## config.mk

```make
export PLATFORM = sky130hd
export DESIGN_NAME = irq_moderator
export DESIGN_NICKNAME = d
export VERILOG_FILES = /design/src/rtl/irq_mod_pkg.sv /design/src/rtl/irq_mod_timer.sv /design/src/rtl/irq_mod_ctrl.sv /design/src/rtl/irq_mod_datapath.sv /design/src/rtl/irq_moderator.sv
export SDC_FILE = /design/constraint.sdc
export NUM_CORES = 1
export LEC_CHECK = 0
export CAP_MARGIN = 20
export CORE_ASPECT_RATIO = 1.2
export CORE_MARGIN = 3
export CORE_UTILIZATION = 45
export DETAILED_ROUTE_END_ITERATION = 8
export DONT_BUFFER_PORTS = 1
export SLEW_MARGIN = 20
export SYNTH_ARGS = -nofsm -noshare
export SYNTH_HDL_FRONTEND = slang
export SYNTH_SLANG_ARGS = --single-unit
```

## constraint.sdc

```tcl
create_clock -name clk -period 4.2 [get_ports clk]
set_input_delay 0.63 -clock clk [delete_from_list [all_inputs] [get_ports clk]]
set_output_delay 0.63 -clock clk [all_outputs]
set_load 0.01 [all_outputs]
```

## src/rtl/irq_mod_pkg.sv

```systemverilog
package irq_mod_pkg;
  localparam int SRC_W      = 7;
  localparam int CAUSE_W    = 8;
  localparam int BIT_TXDW   = 0;
  localparam int BIT_RXT    = 1;
  localparam int BIT_SRPD   = 2;
  localparam int BIT_ASSERT = 7;

  localparam int NUM_TMR = 5;
  localparam int T_THR   = 0;
  localparam int T_RXP   = 1;
  localparam int T_RXA   = 2;
  localparam int T_TXP   = 3;
  localparam int T_TXA   = 4;

  typedef enum logic [2:0] {
    SEL_MASK     = 3'd0,
    SEL_THROTTLE = 3'd1,
    SEL_RXPKT    = 3'd2,
    SEL_RXABS    = 3'd3,
    SEL_TXPKT    = 3'd4,
    SEL_TXABS    = 3'd5,
    SEL_SMALL    = 3'd6
  } reg_sel_e;

  typedef struct packed {
    logic [SRC_W-1:0]   setBits;
    logic               assertSet;
    logic               assertClr;
    logic [NUM_TMR-1:0] load;
    logic [NUM_TMR-1:0] cancel;
  } ctrl_strobe_t;
endpackage

```

## src/rtl/irq_mod_timer.sv

```systemverilog
module irq_mod_timer #(
  parameter int CNT_W = 18
) (
  input  logic             clk,
  input  logic             rstN,
  input  logic             tick,
  input  logic             load,
  input  logic             cancel,
  input  logic [CNT_W-1:0] loadVal,
  output logic             active,
  output logic             expire
);
  logic [CNT_W-1:0] cnt;
  logic             running;

  assign expire = running && tick && (cnt == CNT_W'(1));
  assign active = running;

  always_ff @(posedge clk) begin
    if (!rstN) begin
      running <= 1'b0;
      cnt     <= '0;
    end else if (cancel) begin
      running <= 1'b0;
      cnt     <= '0;
    end else if (load) begin
      running <= 1'b1;
      cnt     <= loadVal;
    end else if (expire) begin
      running <= 1'b0;
      cnt     <= '0;
    end else if (running && tick) begin
      cnt <= cnt - CNT_W'(1);
    end
  end

  // a running timer always holds a live count
  assert_live_count_R11: assert property (@(posedge clk) disable iff (!rstN)
    running |-> (cnt != '0));

  // the control never arms a timer with a zero length
  assert_no_zero_load_R11: assert property (@(posedge clk) disable iff (!rstN)
    (load && !cancel) |-> (loadVal != '0));
endmodule

```

## src/rtl/irq_mod_ctrl.sv

```systemverilog
module irq_mod_ctrl
  import irq_mod_pkg::*;
#(
  parameter int LEN_W = 16,
  parameter int DLY_W = 16
) (
  input  logic [SRC_W-1:0]   causeIn,
  input  logic               causeNow,
  input  logic               rxDone,
  input  logic [LEN_W-1:0]   rxLen,
  input  logic               txDone,
  input  logic               wrEn,
  input  logic [2:0]         wrSel,
  input  logic               rdClr,
  input  logic [CAUSE_W-1:0] cause,
  input  logic [SRC_W-1:0]   maskNext,
  input  logic [NUM_TMR-1:0] cfgZero,
  input  logic [LEN_W-1:0]   smallThr,
  input  logic [NUM_TMR-1:0] tmrActive,
  input  logic [NUM_TMR-1:0] tmrExpire,
  output ctrl_strobe_t       strobe
);
  localparam int CMP_W = (LEN_W > DLY_W) ? LEN_W : DLY_W;

  logic [SRC_W-1:0] srcCause, baseCause, setPre, pending, foldBits;
  logic maskWr, extAcc, extImm, extSlow;
  logic rxDirAcc, smallAcc, txDirAcc, slowAcc;
  logic rxFire, txFire, thrFire;
  logic ldRxP, ldRxA, ldTxP, ldTxA;
  logic maskedNz, maskOn, maskDrop, immPost, thrStart, doPost;
  logic rxRunNext, txRunNext, isSmall;

  assign srcCause  = cause[SRC_W-1:0];
  assign baseCause = rdClr ? '0 : srcCause;
  assign maskWr    = wrEn && (reg_sel_e'(wrSel) == SEL_MASK);

  // external causes: overlap with held bits drops the whole pulse unless urgent
  assign extAcc  = (|causeIn) && (causeNow || !(|(causeIn & srcCause)));
  assign extImm  = extAcc && causeNow;
  assign extSlow = extAcc && !causeNow;

  assign isSmall  = CMP_W'(rxLen) <= CMP_W'(smallThr);
  assign rxDirAcc = rxDone && cfgZero[T_RXP] && !srcCause[BIT_RXT];
  assign smallAcc = rxDone && isSmall && !srcCause[BIT_SRPD];
  assign txDirAcc = txDone && cfgZero[T_TXP] && !srcCause[BIT_TXDW];
  assign slowAcc  = extSlow || rxDirAcc || smallAcc || txDirAcc;

  assign rxFire  = tmrExpire[T_RXP] || tmrExpire[T_RXA];
  assign txFire  = tmrExpire[T_TXP] || tmrExpire[T_TXA];
  assign thrFire = tmrExpire[T_THR];

  // delay timer arming
  assign ldRxP = rxDone && !cfgZero[T_RXP];
  assign ldRxA = ldRxP && !cfgZero[T_RXA] && !tmrActive[T_RXA];
  assign ldTxP = txDone && !cfgZero[T_TXP];
  assign ldTxA = ldTxP && !cfgZero[T_TXA] && !tmrActive[T_TXA];

  always_comb begin
    setPre = extAcc ? causeIn : '0;
    if (rxDirAcc || rxFire) setPre[BIT_RXT]  = 1'b1;
    if (smallAcc)           setPre[BIT_SRPD] = 1'b1;
    if (txDirAcc || txFire) setPre[BIT_TXDW] = 1'b1;
  end

  assign pending  = baseCause | setPre;
  assign maskedNz = |(pending & maskNext);
  assign maskOn   = maskWr && maskedNz;
  assign maskDrop = maskWr && !maskedNz;

  assign immPost  = extImm || rxFire || txFire || thrFire ||
                    ((slowAcc || maskOn) && cfgZero[T_THR]);
  assign thrStart = !immPost && !tmrActive[T_THR] &&
                    (slowAcc || maskOn) && !cfgZero[T_THR];
  assign doPost   = immPost && maskedNz;

  // timers that would still be pending after this edge, before a post cancels them
  assign rxRunNext = (tmrActive[T_RXP] && !tmrExpire[T_RXP]) || ldRxP ||
                     (tmrActive[T_RXA] && !tmrExpire[T_RXA]) || ldRxA;
  assign txRunNext = (tmrActive[T_TXP] && !tmrExpire[T_TXP]) || ldTxP ||
                     (tmrActive[T_TXA] && !tmrExpire[T_TXA]) || ldTxA;

  always_comb begin
    foldBits = '0;
    foldBits[BIT_RXT]  = rxRunNext;
    foldBits[BIT_TXDW] = txRunNext;
  end

  always_comb begin
    strobe           = '0;
    strobe.setBits   = setPre | (doPost ? foldBits : '0);
    strobe.assertSet = doPost;
    strobe.assertClr = maskDrop;
    strobe.load[T_THR] = thrStart;
    strobe.load[T_RXP] = ldRxP;
    strobe.load[T_RXA] = ldRxA;
    strobe.load[T_TXP] = ldTxP;
    strobe.load[T_TXA] = ldTxA;
    strobe.cancel[T_THR] = immPost || maskDrop;
    strobe.cancel[T_RXP] = doPost;
    strobe.cancel[T_RXA] = doPost;
    strobe.cancel[T_TXP] = doPost;
    strobe.cancel[T_TXA] = doPost;
  end
endmodule

```

## src/rtl/irq_mod_datapath.sv

```systemverilog
module irq_mod_datapath
  import irq_mod_pkg::*;
#(
  parameter int DLY_W       = 16,
  parameter int LEN_W       = 16,
  parameter int THR_SCALE   = 64,
  parameter int TICK_CYCLES = 4
) (
  input  logic               clk,
  input  logic               rstN,
  input  logic               wrEn,
  input  logic [2:0]         wrSel,
  input  logic [DLY_W-1:0]   wrData,
  input  logic               rdClr,
  input  ctrl_strobe_t       strobe,
  output logic [CAUSE_W-1:0] cause,
  output logic [SRC_W-1:0]   maskNext,
  output logic [NUM_TMR-1:0] cfgZero,
  output logic [LEN_W-1:0]   smallThr,
  output logic [NUM_TMR-1:0] tmrActive,
  output logic [NUM_TMR-1:0] tmrExpire
);
  localparam int CNT_W  = DLY_W + $clog2(THR_SCALE) + 1;
  localparam int PRE_W  = (TICK_CYCLES > 1) ? $clog2(TICK_CYCLES) : 1;

  logic [SRC_W-1:0]   maskReg;
  logic [DLY_W-1:0]   dlyReg [NUM_TMR];
  logic [LEN_W-1:0]   smallReg;
  logic [CAUSE_W-1:0] causeReg;
  logic [CNT_W-1:0]   loadVal [NUM_TMR];
  logic               tick;
  reg_sel_e           sel;

  assign sel = reg_sel_e'(wrSel);

  // configuration registers
  always_ff @(posedge clk) begin
    if (!rstN) begin
      maskReg  <= '0;
      smallReg <= '0;
      for (int i = 0; i < NUM_TMR; i++) dlyReg[i] <= '0;
    end else if (wrEn) begin
      case (sel)
        SEL_MASK:     maskReg       <= wrData[SRC_W-1:0];
        SEL_THROTTLE: dlyReg[T_THR] <= wrData;
        SEL_RXPKT:    dlyReg[T_RXP] <= wrData;
        SEL_RXABS:    dlyReg[T_RXA] <= wrData;
        SEL_TXPKT:    dlyReg[T_TXP] <= wrData;
        SEL_TXABS:    dlyReg[T_TXA] <= wrData;
        SEL_SMALL:    smallReg      <= LEN_W'(wrData);
        default: ;
      endcase
    end
  end

  assign maskNext = (wrEn && sel == SEL_MASK) ? wrData[SRC_W-1:0] : maskReg;
  assign smallThr = smallReg;

  // cause vector
  always_ff @(posedge clk) begin
    if (!rstN) begin
      causeReg <= '0;
    end else begin
      causeReg[SRC_W-1:0] <= (rdClr ? '0 : causeReg[SRC_W-1:0]) | strobe.setBits;
      if (strobe.assertSet)                 causeReg[BIT_ASSERT] <= 1'b1;
      else if (rdClr || strobe.assertClr)   causeReg[BIT_ASSERT] <= 1'b0;
    end
  end
  assign cause = causeReg;

  // tick prescaler
  generate
    if (TICK_CYCLES > 1) begin : g_pre
      logic [PRE_W-1:0] preCnt;
      always_ff @(posedge clk) begin
        if (!rstN || preCnt == PRE_W'(TICK_CYCLES - 1)) preCnt <= '0;
        else                                           preCnt <= preCnt + PRE_W'(1);
      end
      assign tick = (preCnt == PRE_W'(TICK_CYCLES - 1));
    end else begin : g_nopre
      assign tick = 1'b1;
    end
  endgenerate

  // timer lengths: throttle counts in units of THR_SCALE ticks
  assign loadVal[T_THR] = CNT_W'(dlyReg[T_THR]) * CNT_W'(THR_SCALE);
  generate
    for (genvar d = 1; d < NUM_TMR; d++) begin : g_len
      assign loadVal[d] = CNT_W'(dlyReg[d]);
    end
    for (genvar t = 0; t < NUM_TMR; t++) begin : g_tmr
      assign cfgZero[t] = (dlyReg[t] == '0);
      irq_mod_timer #(.CNT_W(CNT_W)) u_tmr (
        .clk     (clk),
        .rstN    (rstN),
        .tick    (tick),
        .load    (strobe.load[t]),
        .cancel  (strobe.cancel[t]),
        .loadVal (loadVal[t]),
        .active  (tmrActive[t]),
        .expire  (tmrExpire[t])
      );
    end
  endgenerate

  // the line is only high while an enabled cause is held
  assert_masked_live_R3: assert property (@(posedge clk) disable iff (!rstN)
    causeReg[BIT_ASSERT] |-> (|(causeReg[SRC_W-1:0] & maskReg)));

  // a fresh assertion leaves no throttle timer pending
  assert_post_stops_throttle_R2: assert property (@(posedge clk) disable iff (!rstN)
    $rose(causeReg[BIT_ASSERT]) |-> !tmrActive[T_THR]);

  // after a post no delay timer is left running
  assert_post_stops_delays_R4: assert property (@(posedge clk) disable iff (!rstN)
    strobe.assertSet |=> (tmrActive[NUM_TMR-1:1] == '0));

  // writing an all-zero mask drops the line
  assert_zero_mask_drops_R6: assert property (@(posedge clk) disable iff (!rstN)
    (wrEn && sel == SEL_MASK && wrData[SRC_W-1:0] == '0) |=> !causeReg[BIT_ASSERT]);

  // a read-clear with nothing arriving empties the vector
  assert_read_clears_R10: assert property (@(posedge clk) disable iff (!rstN)
    (rdClr && strobe.setBits == '0 && !strobe.assertSet) |=> (causeReg == '0));
endmodule

```

## src/rtl/irq_moderator.sv

```systemverilog
module irq_moderator
  import irq_mod_pkg::*;
#(
  parameter int DLY_W       = 16,
  parameter int LEN_W       = 16,
  parameter int THR_SCALE   = 64,
  parameter int TICK_CYCLES = 4
) (
  input  logic               clk,
  input  logic               rstN,
  input  logic [SRC_W-1:0]   causeIn,
  input  logic               causeNow,
  input  logic               rxDone,
  input  logic [LEN_W-1:0]   rxLen,
  input  logic               txDone,
  input  logic               wrEn,
  input  logic [2:0]         wrSel,
  input  logic [DLY_W-1:0]   wrData,
  input  logic               rdClr,
  output logic               irqOut,
  output logic [CAUSE_W-1:0] causeOut
);
  ctrl_strobe_t       strobe;
  logic [CAUSE_W-1:0] cause;
  logic [SRC_W-1:0]   maskNext;
  logic [NUM_TMR-1:0] cfgZero, tmrActive, tmrExpire;
  logic [LEN_W-1:0]   smallThr;

  irq_mod_ctrl #(.LEN_W(LEN_W), .DLY_W(DLY_W)) u_ctrl (
    .causeIn   (causeIn),
    .causeNow  (causeNow),
    .rxDone    (rxDone),
    .rxLen     (rxLen),
    .txDone    (txDone),
    .wrEn      (wrEn),
    .wrSel     (wrSel),
    .rdClr     (rdClr),
    .cause     (cause),
    .maskNext  (maskNext),
    .cfgZero   (cfgZero),
    .smallThr  (smallThr),
    .tmrActive (tmrActive),
    .tmrExpire (tmrExpire),
    .strobe    (strobe)
  );

  irq_mod_datapath #(
    .DLY_W(DLY_W), .LEN_W(LEN_W), .THR_SCALE(THR_SCALE), .TICK_CYCLES(TICK_CYCLES)
  ) u_dp (
    .clk       (clk),
    .rstN      (rstN),
    .wrEn      (wrEn),
    .wrSel     (wrSel),
    .wrData    (wrData),
    .rdClr     (rdClr),
    .strobe    (strobe),
    .cause     (cause),
    .maskNext  (maskNext),
    .cfgZero   (cfgZero),
    .smallThr  (smallThr),
    .tmrActive (tmrActive),
    .tmrExpire (tmrExpire)
  );

  assign causeOut = cause;
  assign irqOut   = cause[BIT_ASSERT];

  // a lone repeated slow cause leaves the vector untouched
  assert_dup_ignored_R1: assert property (@(posedge clk) disable iff (!rstN)
    ((|(causeIn & cause[SRC_W-1:0])) && !causeNow && !rxDone && !txDone &&
     !wrEn && !rdClr && tmrExpire == '0) |=> $stable(causeOut));
endmodule

```

==> reports/metrics.cfg <==
[outcome]
outcome=complete, no violations

[synthesis]
syn_avg_cell_area_um2=9.512
yosys_most_used_dff=dfxtp_1
synth_fa_ha_area_share_pct=3.078
synthTopCellsByArea=dfxtp_1 (28%), edfxtp_1 (22%), nor2_1 (4.4%), nor3_1 (4.3%), xor2_1 (4.1%)
synth_top_family_by_area=simple AND/OR/NAND/NOR gates
yosys_warnings=0
yosys.area.top_type=dfxtp_1
synthesis.area_mm2=0.01098
synth_xor_xnor_area_share_pct=7.341
muxShareOfSynthArea_pct=0.7523
synth_fp_nets=1230
synthCells=1154
yosys.area_share.simple_pct=24.34
synth_compound_area_share_pct=11.66
synth_seq_area_share_pct=49.79
synthArstFlopShare_pct=0
synth_cell_types=64
ys_ff_latch=233
synth-edff-count=80
synth_top_area_share_pct=27.90

[grt]
grt_overflow=0
grt_use_total_pct=21.21
grt_max_degree=65
grt_pass1_vias=8194
grt_pass1_wl_um=44450
antenna_found_initial=0

[clock_network]
clockBufferDepth=3
cts_tree=done
clock_latency_ns=0.52
clk_pin_slew_ns=0.06
cts_max_level=1
cts_made_buffers=25
postCtsSetupRepairBufs=0
holdBufCountCts=0
ctsRootBufferMaster=clkbuf_16
cts_resized=0
cts.sinks=233

[die]
rows=62
initial_core_util_pct=45.79
core_mm2=0.02397
ios=58
die_h_um=177.1
die-area_mm2=0.02631
die_w_um=148.6

[route]
routed_via_density=5.757
vias=8583
highest_layer=met4
drc=0
wl_met1_um=12620
dr.pass1.iters=5
drt_iter0_drc=672
dr_wl_met3_um=1834
wirelength_um=28310
met2WireLength_um=13240
postRouteAntennaNets=0
wl_per_cell_um=18.99

[sta]
fin_setup_tns_ns=0
skew_ns=0.009991
timing.fmax_mhz=283.2
tightestPinTransition_ns=0.9429
hold_viol=0
period_share_pct=84.09
holdWs_ns=0.2343
finalCriticalPeriod_ns=3.532
slew_violations=0
slew_headroom_pct=36.91
setup_viol=0
rsz0062_at_grt=false

[hold_path]
hold_path_class=input port to flip-flop
hold-path-cell-count=1
holdPathEnd=u_dp.maskReg[3]
hold_start=rstN

[setup_path]
rrSetupSlack_ns=0.67
worstPathMaxFanout=22
r2r-end=u_dp.g_tmr[0].u_tmr.cnt[15]
r2r-start=u_dp.g_tmr[4].u_tmr.cnt[2]
rr_worst_depth=9
crit_type=flip-flop to flip-flop
slowest_delay_ns=0.63
cp.arrival_ns=3.95
worstSetupStartpointType=flip-flop
endpoint_kind=flip-flop
required_ns=4.62
worstPathCellList=or4_4 > or4_1 > nor4_4 > nor2_2 > a31o_1 > o2111ai_2 > a31o_2 > nor3_1 > a2111oi_2
crit_family=simple AND/OR/NAND/NOR gates
cp_num_buf_inv=0
slowest_stage=or4_1

[finish]
fin_nets=1229
syn_to_final_growth_pct=10.57
diodes=0
post-route-util_pct=50.63
nFillCells=2218
drive_above_1_share_pct=7.259
post-route-cell-area_mm2=0.01214

[placement]
dpl_cell_area_mm2=0.01134
hpwl_um=19750
portBuffers=0
routabilityCongestion=0.8824

[pwr]
p_leak_uw=0.004444
ir_drop_uv=337.6
power.density_mw_per_mm2=440.2

[run]
drv_cap=0

[layer usage]
metal  vias up  global-route usage, %
met1      4097                  28.36
met5         -                      0
met2       245                  35.00
li1       4200                      -
met4         0                  6.045
met3        41                  4.329
[power by group]
group          internal, µW  total, µW  switching [µW]
clock network          1270       2150             883
registers              2480       2600             125
logic                   226        584             358
total                  3980       5340            1370
[synthesized netlist by cell type, types with 6 or more instances]
| library cell | n |
|---|---|
| nand4_1 | 8 |
| a22oi_1 | 55 |
| dfxtp_1 | 153 |
| o21ai_0 | 22 |
| xor2_1 | 51 |
| a31oi_1 | 9 |
| and2_1 | 24 |
| nor4_1 | 52 |
| a21oi_1 | 63 |
| clkbuf_1 | 32 |
| inv_1 | 33 |
| xnor2_1 | 41 |
| buf_2 | 12 |
| nor3_1 | 94 |
| nand2_1 | 96 |
| nand3_1 | 29 |
| edfxtp_1 | 80 |
| nand2b_1 | 10 |
| a211oi_1 | 7 |
| mux2i_1 | 6 |
| or3_1 | 17 |
| nor3b_1 | 7 |
| nor2_1 | 129 |
| ha_1 | 27 |
| or4_1 | 18 |
[cell type report]
cell class,instances,area (µm²),share of cell area (%)
clock buffer,29,640.6,5.278
clock inverter,16,152.6,1.258
inverter,34,127.6,1.052
multi-input combinational,840,5195,42.80
sequential,233,5465,45.03
tap,320,400.4,3.299
timing repair buffer,19,155.1,1.278
[cell usage in the layout (no fill, tap or decap), drive strengths merged, types with 41 or more instances in the layout]
master and count:
dfxtp 153, nor2 130, nand2 96, nor3 94, edfxtp 80, a21oi 63
nor4 58, a22oi 55, xor2 51, xnor2 41
[stage by stage]
stage                     instances  setup WS, ns  total power [µW]
after CTS                      1491        0.6463              5387
after global placement         1446        0.6879              3225
after detailed placement       1446        0.6630              3230
final                          1491        0.6683              5342
after global routing           1491        0.4011              5565
after floorplan                1154        0.6191              3070
[worst max-delay path by stage]
stage | slack [ns] | end | depth (start not counted) | start
finish | 0.67 | u_dp.g_tmr[0].u_tmr.cnt[15] | 9 | u_dp.g_tmr[4].u_tmr.cnt[2]
floorplan | 0.62 | u_dp.g_tmr[0].u_tmr.cnt[10] | 12 | wrSel[1]
global route | 0.40 | u_dp.g_tmr[0].u_tmr.cnt[15] | 9 | u_dp.g_tmr[1].u_tmr.cnt[8]
detailed placement | 0.66 | u_dp.g_tmr[0].u_tmr.cnt[15] | 9 | u_dp.g_tmr[4].u_tmr.cnt[2]
CTS | 0.65 | u_dp.g_tmr[0].u_tmr.cnt[15] | 9 | u_dp.g_tmr[4].u_tmr.cnt[2]
global placement | 0.69 | u_dp.g_tmr[0].u_tmr.cnt[15] | 9 | u_dp.g_tmr[4].u_tmr.cnt[2]
[sequential cells by signal, summed over array words and instances (netlist names)]
signal and cells:
u_dp.smallThr 16, u_dp.cause 8, u_dp.dlyReg 80, u_dp.g_pre.preCnt 2, u_dp.g_tmr.u_tmr.active 5, u_dp.maskReg 7, u_dp.g_tmr.u_tmr.cnt 115
[cells by family (layout without fill, tap and decap cells)]
family / after synthesis / count (layout)
simple gates: 520 / 520
flops: 233 / 233
compound gates: 193 / 193
xor+xnor: 92 / 92
buf+inv: 81 / 98
fa+ha+maj: 27 / 27
mux: 8 / 8
(Power assumes the default switching activity.)
